--- config.mk ---
export PLATFORM = sky130hd
export DESIGN_NAME = priv_guard
export DESIGN_NICKNAME = d
export VERILOG_FILES = /design/src/rtl/priv_guard_pkg.sv /design/src/rtl/pg_level_ctrl.sv /design/src/rtl/pg_region_check.sv /design/src/rtl/pg_cause_log.sv /design/src/rtl/priv_guard.sv
export SDC_FILE = /design/constraint.sdc
export NUM_CORES = 1
export LEC_CHECK = 0
export BUFFER_PORTS_ARGS = -buffer_cell sky130_fd_sc_hd__buf_2
export CAP_MARGIN = 40
export CORE_UTILIZATION = 29
export CTS_CLUSTER_DIAMETER = 150
export DETAILED_ROUTE_END_ITERATION = 7
export PLACE_DENSITY = 0.85
export RECOVER_POWER = 50
export SYNTH_ARGS = -nofsm -noshare
export SYNTH_HDL_FRONTEND = slang
export SYNTH_SLANG_ARGS = --single-unit
--- constraint.sdc ---
create_clock -name clk -period 1.4 [get_ports clk]
set_input_delay 0.21 -clock clk [delete_from_list [all_inputs] [get_ports clk]]
set_output_delay 0.21 -clock clk [all_outputs]
set_load 0.05 [all_outputs]
--- src/rtl/priv_guard_pkg.sv ---
// Shared register selects and cause bit positions for the privilege guard.
package priv_guard_pkg;
    localparam logic [2:0] SEL_LEVEL   = 3'd0;
    localparam logic [2:0] SEL_ARM     = 3'd1;
    localparam logic [2:0] SEL_COMMIT  = 3'd2;
    localparam logic [2:0] SEL_PROTECT = 3'd3;
    localparam logic [2:0] SEL_CAUSE   = 3'd4;

    localparam int CAUSE_W  = 3;
    localparam int C_WRITE  = 0;
    localparam int C_FETCH  = 1;
    localparam int C_PTR    = 2;
endpackage

--- src/rtl/pg_level_ctrl.sv ---
// Holds the privilege level, the arm flag and the protection bit.
// Assumes a register write is part of the instruction retiring in the
// same cycle (instr_step is high alongside wr_en).
module pg_level_ctrl
    import priv_guard_pkg::*;
(
    input  logic       clk,
    input  logic       rst_n,
    input  logic       instr_step,
    input  logic       wr_en,
    input  logic [2:0] wr_sel,
    input  logic       wr_bit,
    output logic       level_q,
    output logic       arm_q,
    output logic       prot_q,
    output logic       wr_refuse
);
    logic wr_level, wr_arm, wr_commit, wr_prot;

    // decode which register a write targets
    always_comb begin
        wr_level  = wr_en && (wr_sel == SEL_LEVEL);
        wr_arm    = wr_en && (wr_sel == SEL_ARM);
        wr_commit = wr_en && (wr_sel == SEL_COMMIT);
        wr_prot   = wr_en && (wr_sel == SEL_PROTECT);
    end

    // flag writes that would exceed the current level
    always_comb begin
        wr_refuse = 1'b0;
        if (!level_q) begin
            if (wr_level && wr_bit)             wr_refuse = 1'b1;
            if (wr_commit && wr_bit && !arm_q)  wr_refuse = 1'b1;
            if (wr_prot)                        wr_refuse = 1'b1;
        end
    end

    // level register: drop any time, raise only through an armed commit
    always_ff @(posedge clk) begin
        if (!rst_n)                         level_q <= 1'b1;
        else if (wr_level && !wr_bit)       level_q <= 1'b0;
        else if (wr_commit && wr_bit && arm_q) level_q <= 1'b1;
    end

    // arm flag lives for exactly one following instruction
    always_ff @(posedge clk) begin
        if (!rst_n)                  arm_q <= 1'b0;
        else if (wr_arm && wr_bit)   arm_q <= 1'b1;
        else if (instr_step || wr_en) arm_q <= 1'b0;
    end

    // protection enable, writable only at high level
    always_ff @(posedge clk) begin
        if (!rst_n)                 prot_q <= 1'b0;
        else if (wr_prot && level_q) prot_q <= wr_bit;
    end


    level_rise_chk: assert property (@(posedge clk) disable iff (!rst_n)
        $rose(level_q) |-> $past(wr_en && wr_sel == SEL_COMMIT));


    prot_hold_chk: assert property (@(posedge clk) disable iff (!rst_n)
        (wr_en && wr_sel == SEL_PROTECT && !level_q) |=> $stable(prot_q));
endmodule

--- src/rtl/pg_region_check.sv ---
// Compares one request address against the system-region boundary.
// Purely combinational; the caller supplies the enable that says whether
// the check applies at all (protection on, low level, etc.).
module pg_region_check #(
    parameter int ADDR_W    = 16,
    parameter int SYS_BOUND = 1024
) (
    input  logic              req_valid,
    input  logic [ADDR_W-1:0] req_addr,
    input  logic              check_en,
    output logic              deny
);
    localparam logic [ADDR_W:0] BOUND = (ADDR_W+1)'(SYS_BOUND);

    logic in_system;

    // deny a live request that falls in system space while checking applies
    always_comb begin
        in_system = {1'b0, req_addr} < BOUND;
        deny      = req_valid && check_en && in_system;
    end


    always_comb begin
        if (req_valid && ({1'b0, req_addr} >= BOUND))
            user_space_chk: assert (deny !== 1'b1);
    end
endmodule

--- src/rtl/pg_cause_log.sv ---
// Sticky violation cause bits with write-one-to-clear, and the registered
// one-cycle exception pulse. A new hit beats a clear in the same cycle.
module pg_cause_log
    import priv_guard_pkg::*;
(
    input  logic               clk,
    input  logic               rst_n,
    input  logic [CAUSE_W-1:0] hit,
    input  logic               clr_en,
    input  logic [CAUSE_W-1:0] clr_mask,
    output logic [CAUSE_W-1:0] cause_q,
    output logic               irq_q
);
    // keep causes until cleared, new hits win
    always_ff @(posedge clk) begin
        if (!rst_n) cause_q <= '0;
        else        cause_q <= (cause_q & ~(clr_en ? clr_mask : '0)) | hit;
    end

    // exception pulse one cycle after any hit
    always_ff @(posedge clk) begin
        if (!rst_n) irq_q <= 1'b0;
        else        irq_q <= |hit;
    end


    cause_set_chk: assert property (@(posedge clk) disable iff (!rst_n)
        irq_q |-> (cause_q != '0));


    irq_follow_chk: assert property (@(posedge clk) disable iff (!rst_n)
        (hit != '0) |=> irq_q);
endmodule

--- src/rtl/priv_guard.sv ---
// Privilege level and address protection guard. Combines the level
// controller, one region check for fetches and one for pointer
// activations, and the cause log. deny is combinational so the core can
// suppress the refused operation in the same cycle.
module priv_guard
    import priv_guard_pkg::*;
#(
    parameter int ADDR_W    = 16,
    parameter int SYS_BOUND = 1024
) (
    input  logic              clk,
    input  logic              rst_n,
    input  logic              instr_step,
    input  logic              wr_en,
    input  logic [2:0]        wr_sel,
    input  logic [7:0]        reg_wdata,
    input  logic [2:0]        rd_sel,
    output logic [7:0]        rd_data,
    input  logic              fetch_valid,
    input  logic [ADDR_W-1:0] fetch_addr,
    input  logic              ptr_valid,
    input  logic [ADDR_W-1:0] ptr_addr,
    input  logic              ptr_from_ram,
    output logic              deny,
    output logic              priv_irq,
    output logic              priv_level
);
    logic level_q, arm_q, prot_q, wr_refuse;
    logic fetch_deny, ptr_deny;
    logic [CAUSE_W-1:0] hit, cause_q;
    logic chk_fetch_en, chk_ptr_en;

    pg_level_ctrl u_level (
        .clk(clk), .rst_n(rst_n), .instr_step(instr_step),
        .wr_en(wr_en), .wr_sel(wr_sel), .wr_bit(reg_wdata[0]),
        .level_q(level_q), .arm_q(arm_q), .prot_q(prot_q),
        .wr_refuse(wr_refuse)
    );

    // checks apply only with protection on at low level
    always_comb begin
        chk_fetch_en = prot_q && !level_q;
        chk_ptr_en   = prot_q && !level_q && ptr_from_ram;
    end

    pg_region_check #(.ADDR_W(ADDR_W), .SYS_BOUND(SYS_BOUND)) u_fetch_chk (
        .req_valid(fetch_valid), .req_addr(fetch_addr),
        .check_en(chk_fetch_en), .deny(fetch_deny)
    );

    pg_region_check #(.ADDR_W(ADDR_W), .SYS_BOUND(SYS_BOUND)) u_ptr_chk (
        .req_valid(ptr_valid), .req_addr(ptr_addr),
        .check_en(chk_ptr_en), .deny(ptr_deny)
    );

    // gather violation kinds into cause bits
    always_comb begin
        hit          = '0;
        hit[C_WRITE] = wr_refuse;
        hit[C_FETCH] = fetch_deny;
        hit[C_PTR]   = ptr_deny;
        deny         = |hit;
    end

    pg_cause_log u_cause (
        .clk(clk), .rst_n(rst_n), .hit(hit),
        .clr_en(wr_en && wr_sel == SEL_CAUSE),
        .clr_mask(reg_wdata[CAUSE_W-1:0]),
        .cause_q(cause_q), .irq_q(priv_irq)
    );

    // register read mux
    always_comb begin
        rd_data = '0;
        case (rd_sel)
            SEL_LEVEL:   rd_data[0] = level_q;
            SEL_ARM:     rd_data[0] = arm_q;
            SEL_PROTECT: rd_data[0] = prot_q;
            SEL_CAUSE:   rd_data[CAUSE_W-1:0] = cause_q;
            default:     rd_data = '0;
        endcase
    end

    assign priv_level = level_q;


    prot_off_chk: assert property (@(posedge clk) disable iff (!rst_n)
        !prot_q |-> !(fetch_deny || ptr_deny));


    irq_cause_chk: assert property (@(posedge clk) disable iff (!rst_n)
        priv_irq |-> $past(deny));
endmodule

Yosys cells after proc, flatten, opt, wreduce, memory -nomap -nowiden --
Index checks and enable logic that the tools add are counted.
Word-level totals: flip-flop bits (word level) 7, bits of input ports 53
Operators by class: $lt $le $gt $ge 2, equal/unequal tests 7, multiplexer cells 11, bitwise gates (word level) 3, reductions and logical operators 27
Operators with widths (number):
- $lt A16 B11 Y1 const B | 2
- $logic_and A1 B1 Y1 | 18
- $eq A3 B2 Y1 const B | 3
- $mux W1 | 8
- $eq A3 B1 Y1 const B | 2
- $eq A3 B3 Y1 const B | 2
- $logic_not A3 Y1 | 2
- $pmux W1 S4 | 1
- $reduce_bool A2 Y1 | 2
- $and A3 B3 Y3 | 1
- $logic_not A1 Y1 | 3
- $mux W3 | 1
- $not A3 Y3 | 1
- $or A3 B3 Y3 | 1
- $reduce_or A3 Y1 | 1
- $mux W2 | 1
- $logic_or A1 B1 Y1 | 1

Depth between registers and ports, before layout --
depth in word-level cells 8, mapped depth 3, gate-level depth less buffers 3

By module --
Synthesis repeated with hierarchy kept, for this count alone.
Second synthesis, totals: cell total of the unflattened synthesis 57, area, all modules 495.5 um^2
By module, submodules not included:
- pg_level_ctrl | times used 1, cells an instance 19, area an instance 182.7 um^2
- pg_cause_log | times used 1, cells an instance 14, area an instance 133.9 um^2
- priv_guard | times used 1, cells an instance 18, area an instance 131.4 um^2
- pg_region_check | times used 2, cells an instance 3, area an instance 23.8 um^2

Worst setup path before layout --
No wires, ideal clock.
kind register -> output, start register u_level.level_q, end output rd_data[0], arrival 2083 ps, data required time 1190 ps, path slack -893 ps, stages on the path, launching flop included 4, cell sequence dfxtp_1 mux2i_1 a2bb2oi_1 o21ai_0
On the way: longest elaborated chain between the ends 1
Ends and longest elaborated chain:
- from (decl) | RTL line pg_level_ctrl.sv:13 | output logic level_q,
- from (signal assigned) | RTL line pg_level_ctrl.sv:40 | if (!rst_n) level_q <= 1'b1;
- from (signal assigned) | RTL line pg_level_ctrl.sv:41 | else if (wr_level && !wr_bit) level_q <= 1'b0;
- from (signal assigned) | RTL line pg_level_ctrl.sv:42 | else if (wr_commit && wr_bit && arm_q) level_q <= 1'b1;
- $pmux W1 S4 | RTL line priv_guard.sv:75 | case (rd_sel)
- to (decl) | RTL line priv_guard.sv:18 | output logic [7:0] rd_data,
No other way between the ends.

Worst setup path after layout --
start input ptr_addr[12], end output deny
On the way: longest elaborated chain between the ends 3
Ends and longest elaborated chain:
- from (decl) | RTL line priv_guard.sv:22 | input logic [ADDR_W-1:0] ptr_addr,
- $lt A16 B11 Y1 | RTL line pg_region_check.sv:19 | in_system = {1'b0, req_addr} < BOUND;
- $logic_and A1 B1 Y1 | RTL line pg_region_check.sv:20 | deny = req_valid && check_en && in_system;
- $reduce_or A3 Y1 | RTL line priv_guard.sv:62 | deny = |hit;
- to (decl) | RTL line priv_guard.sv:24 | output logic deny,
No other way between the ends.

==> impl_metrics.ini <==
[timing]
setup_viol = 2
max_freq_mhz = 713
slew_viol_final = 0
period_share_pct = 100
holdWs_ns = 0.251
period_minus_slack_ns = 1.40
layout_setup_ws_ns = -0.00291
hold_viol = 0
rsz0062_at_grt = yes
skew_ns = 0.000702

[grt]
grt_pass1_vias = 556
grt_pass1_wl_um = 2170
antenna_found_initial = 0
grtUsageTotal_pct = 16.1
overflow = 0
grt_max_degree = 9

[die]
io-pin-count = 64
core_sq_mm = 0.00151
die_h_um = 42.3
die_x_um = 42.3
die-area_sq_mm = 0.00179
rows = 14
start_util_pct = 31.2

[setup_path]
cpMostUsedCell = nand3_1
slowest_stage = nor4b_1
path_class = in -> out
critPathCaptureType = primary output
crit_required_ns = 1.19
cp_cell_sequence = buf_2, nor4b_1, nand3_1, nand3_1, buf_6
crit_path_max_incr_delay_ns = 0.41
cp_max_fo = 2
arrival_ns = 1.19
startpoint_type = input pin

[cts]
ctsHoldBuffers = 0
clockRootBuffer = clkbuf_4
clockBufferDepth = 2
cts_made_buffers = 3
clock_latency_ns = 0.25
path_clk_slew_ns = 0.05
cts_tree = yes
clock-sinks = 7
h-tree-depth = 1

[route]
ant_nets = 0
routed_via_density = 4.87
dr_total_vias = 560
wl_per_cell_um = 10.6
drt_iter0_drc = 7
first_pass_iters = 4
routed_wl_um = 1220
drc = 0

[synthesis]
synth_area_leader_cell = dfxtp_1
synth-seq-area-share_pct = 29.8
synth-edff-count = 0
ys_ff_latch = 7
ys_warn_count = 0
synthCells = 58
synthTopCellsByArea = dfxtp_1 (30%), buf_4 (8.0%), and3b_1 (5.6%), nor4b_1 (5.6%), a21oi_1 (5.3%)
synth_cell_types = 27
synth_top_cell_area_share_pct = 29.8
synthArstFlopShare_pct = 0
synthesis.area_sq_um = 470
yosysMostFrequentCell = dfxtp_1
synth_commonest_cells = dfxtp_1 (7), inv_1 (6), a21oi_1 (5), buf_4 (5), o21ai_0 (4)
avgSynthCellArea_sq_um = 8.11
ys.flop_type = dfxtp_1

[final_layout]
layout-drive-gt1-share_pct = 50.5
area_growth_pct = 59.3
final_util_pct = 49.8
nets = 153
nFillCells = 148
diodes = 0

[placement]
dp_slack_ns = -0.0804
dpl.hpwl_um = 1010
gp_congestion = 0.824
port_buffers = 33

[pwr]
irDropWorstVdd_v = 0.000253
p_leak_nw = 0.364
p_per_area_mw_per_mm2 = 676

[run_status]
status = complete, but fails checks
failed_checks = setup timing

[worst_hold_path]
hp-class = in -> reg

[run]
maxCapViolations = 0
## worst paths after layout
path / from / to / slack (ns) / depth (start not counted)
worst max register to register: u_level.level_q / u_cause.irq_q / 0.30 / 5
worst min-delay path: reg_wdata[0] / u_level.level_q / 0.25 / 3
worst min register to register: u_cause.cause_q[2] / u_cause.cause_q[2] / 0.48 / 2
worst max-delay path: ptr_addr[12] / deny / -0.003 / 5
## per-layer routing
metal	share of wire [%]	vias to the layer above	track usage (%)
met2	51	26	26.2
li1	-	288	-
met5	0	-	0
met1	39	240	17.5
met4	5.2	0	17.5
met3	4.6	6	0.862
## power breakdown
| part | internal [mW] | switching [mW] |
|---|---|---|
| clock network | 0.109 | 0.0726 |
| registers | 0.200 | 0.00194 |
| logic | 0.0506 | 0.0732 |
| total | 0.359 | 0.148 |
## metrics by stage
step | instance area, sq um | power, mW | cells | setup TNS (ns)
after floorplan | 498 | 0.281 | 62 | 0
after global placement | 668 | 0.319 | 109 | 0
after detailed placement | 668 | 0.322 | 109 | -0.0804
after CTS | 736 | 0.512 | 114 | -0.0202
after global routing | 749 | 0.533 | 115 | -0.128
final | 749 | 0.507 | 115 | -0.00522
## cell families after synthesis
group	after synthesis	synth area share (%)
AND/OR/NAND/NOR	21	32.7
AO/OA/AOI/OAI	17	21.8
buffers and inverters	11	12.8
flip-flops	7	29.8
multiplexers	1	2.13
other	1	0.797
## placed cells by master, fill, tap and decap left out, types with 2 or more instances in the layout
master / Yosys / layout
o21ai_0: 4 / 3
buf_4: 5 / 5
a21oi_1: 5 / 5
dfxtp_1: 7 / 5
nand3_1: 3 / 3
conb_1: 1 / 5
buf_6: 0 / 2
a31oi_1: 2 / 2
nor2_1: 2 / 2
clkbuf_4: 0 / 3
and3b_1: 3 / 3
nor4b_1: 3 / 2
buf_2: 0 / 31
inv_1: 6 / 6
## area by class of cell
type                       instances  area, sq um  area share, %
multi-input combinational         44          320           42.7
timing repair buffer              38          215           28.7
sequential                         7          145           19.4
clock buffer                       4         26.3           3.51
inverter                           6         22.5           3.01
tap                               16         20.0           2.67
## registers in the layout (all words and copies together), names as in the netlist
register and cells:
u_cause.cause_q 3, u_cause.irq_q 1, u_level.arm_q 1, u_level.level_q 1, u_level.prot_q 1
## worst max-delay path, delay by kind of cell
family | cells | cell delay, ns
buf+inv | 2 | 0.25
simple gates | 3 | 0.73
## repair_timing
item | 4_1_cts | 5_1_grt
buffers inserted | 1 | 1
gates resized for setup | 11 | 1
endpoints found under the setup margin | 2 | 2
pin swaps | 3 | 1
No activity file was read; power rests on OpenSTA's default activity.
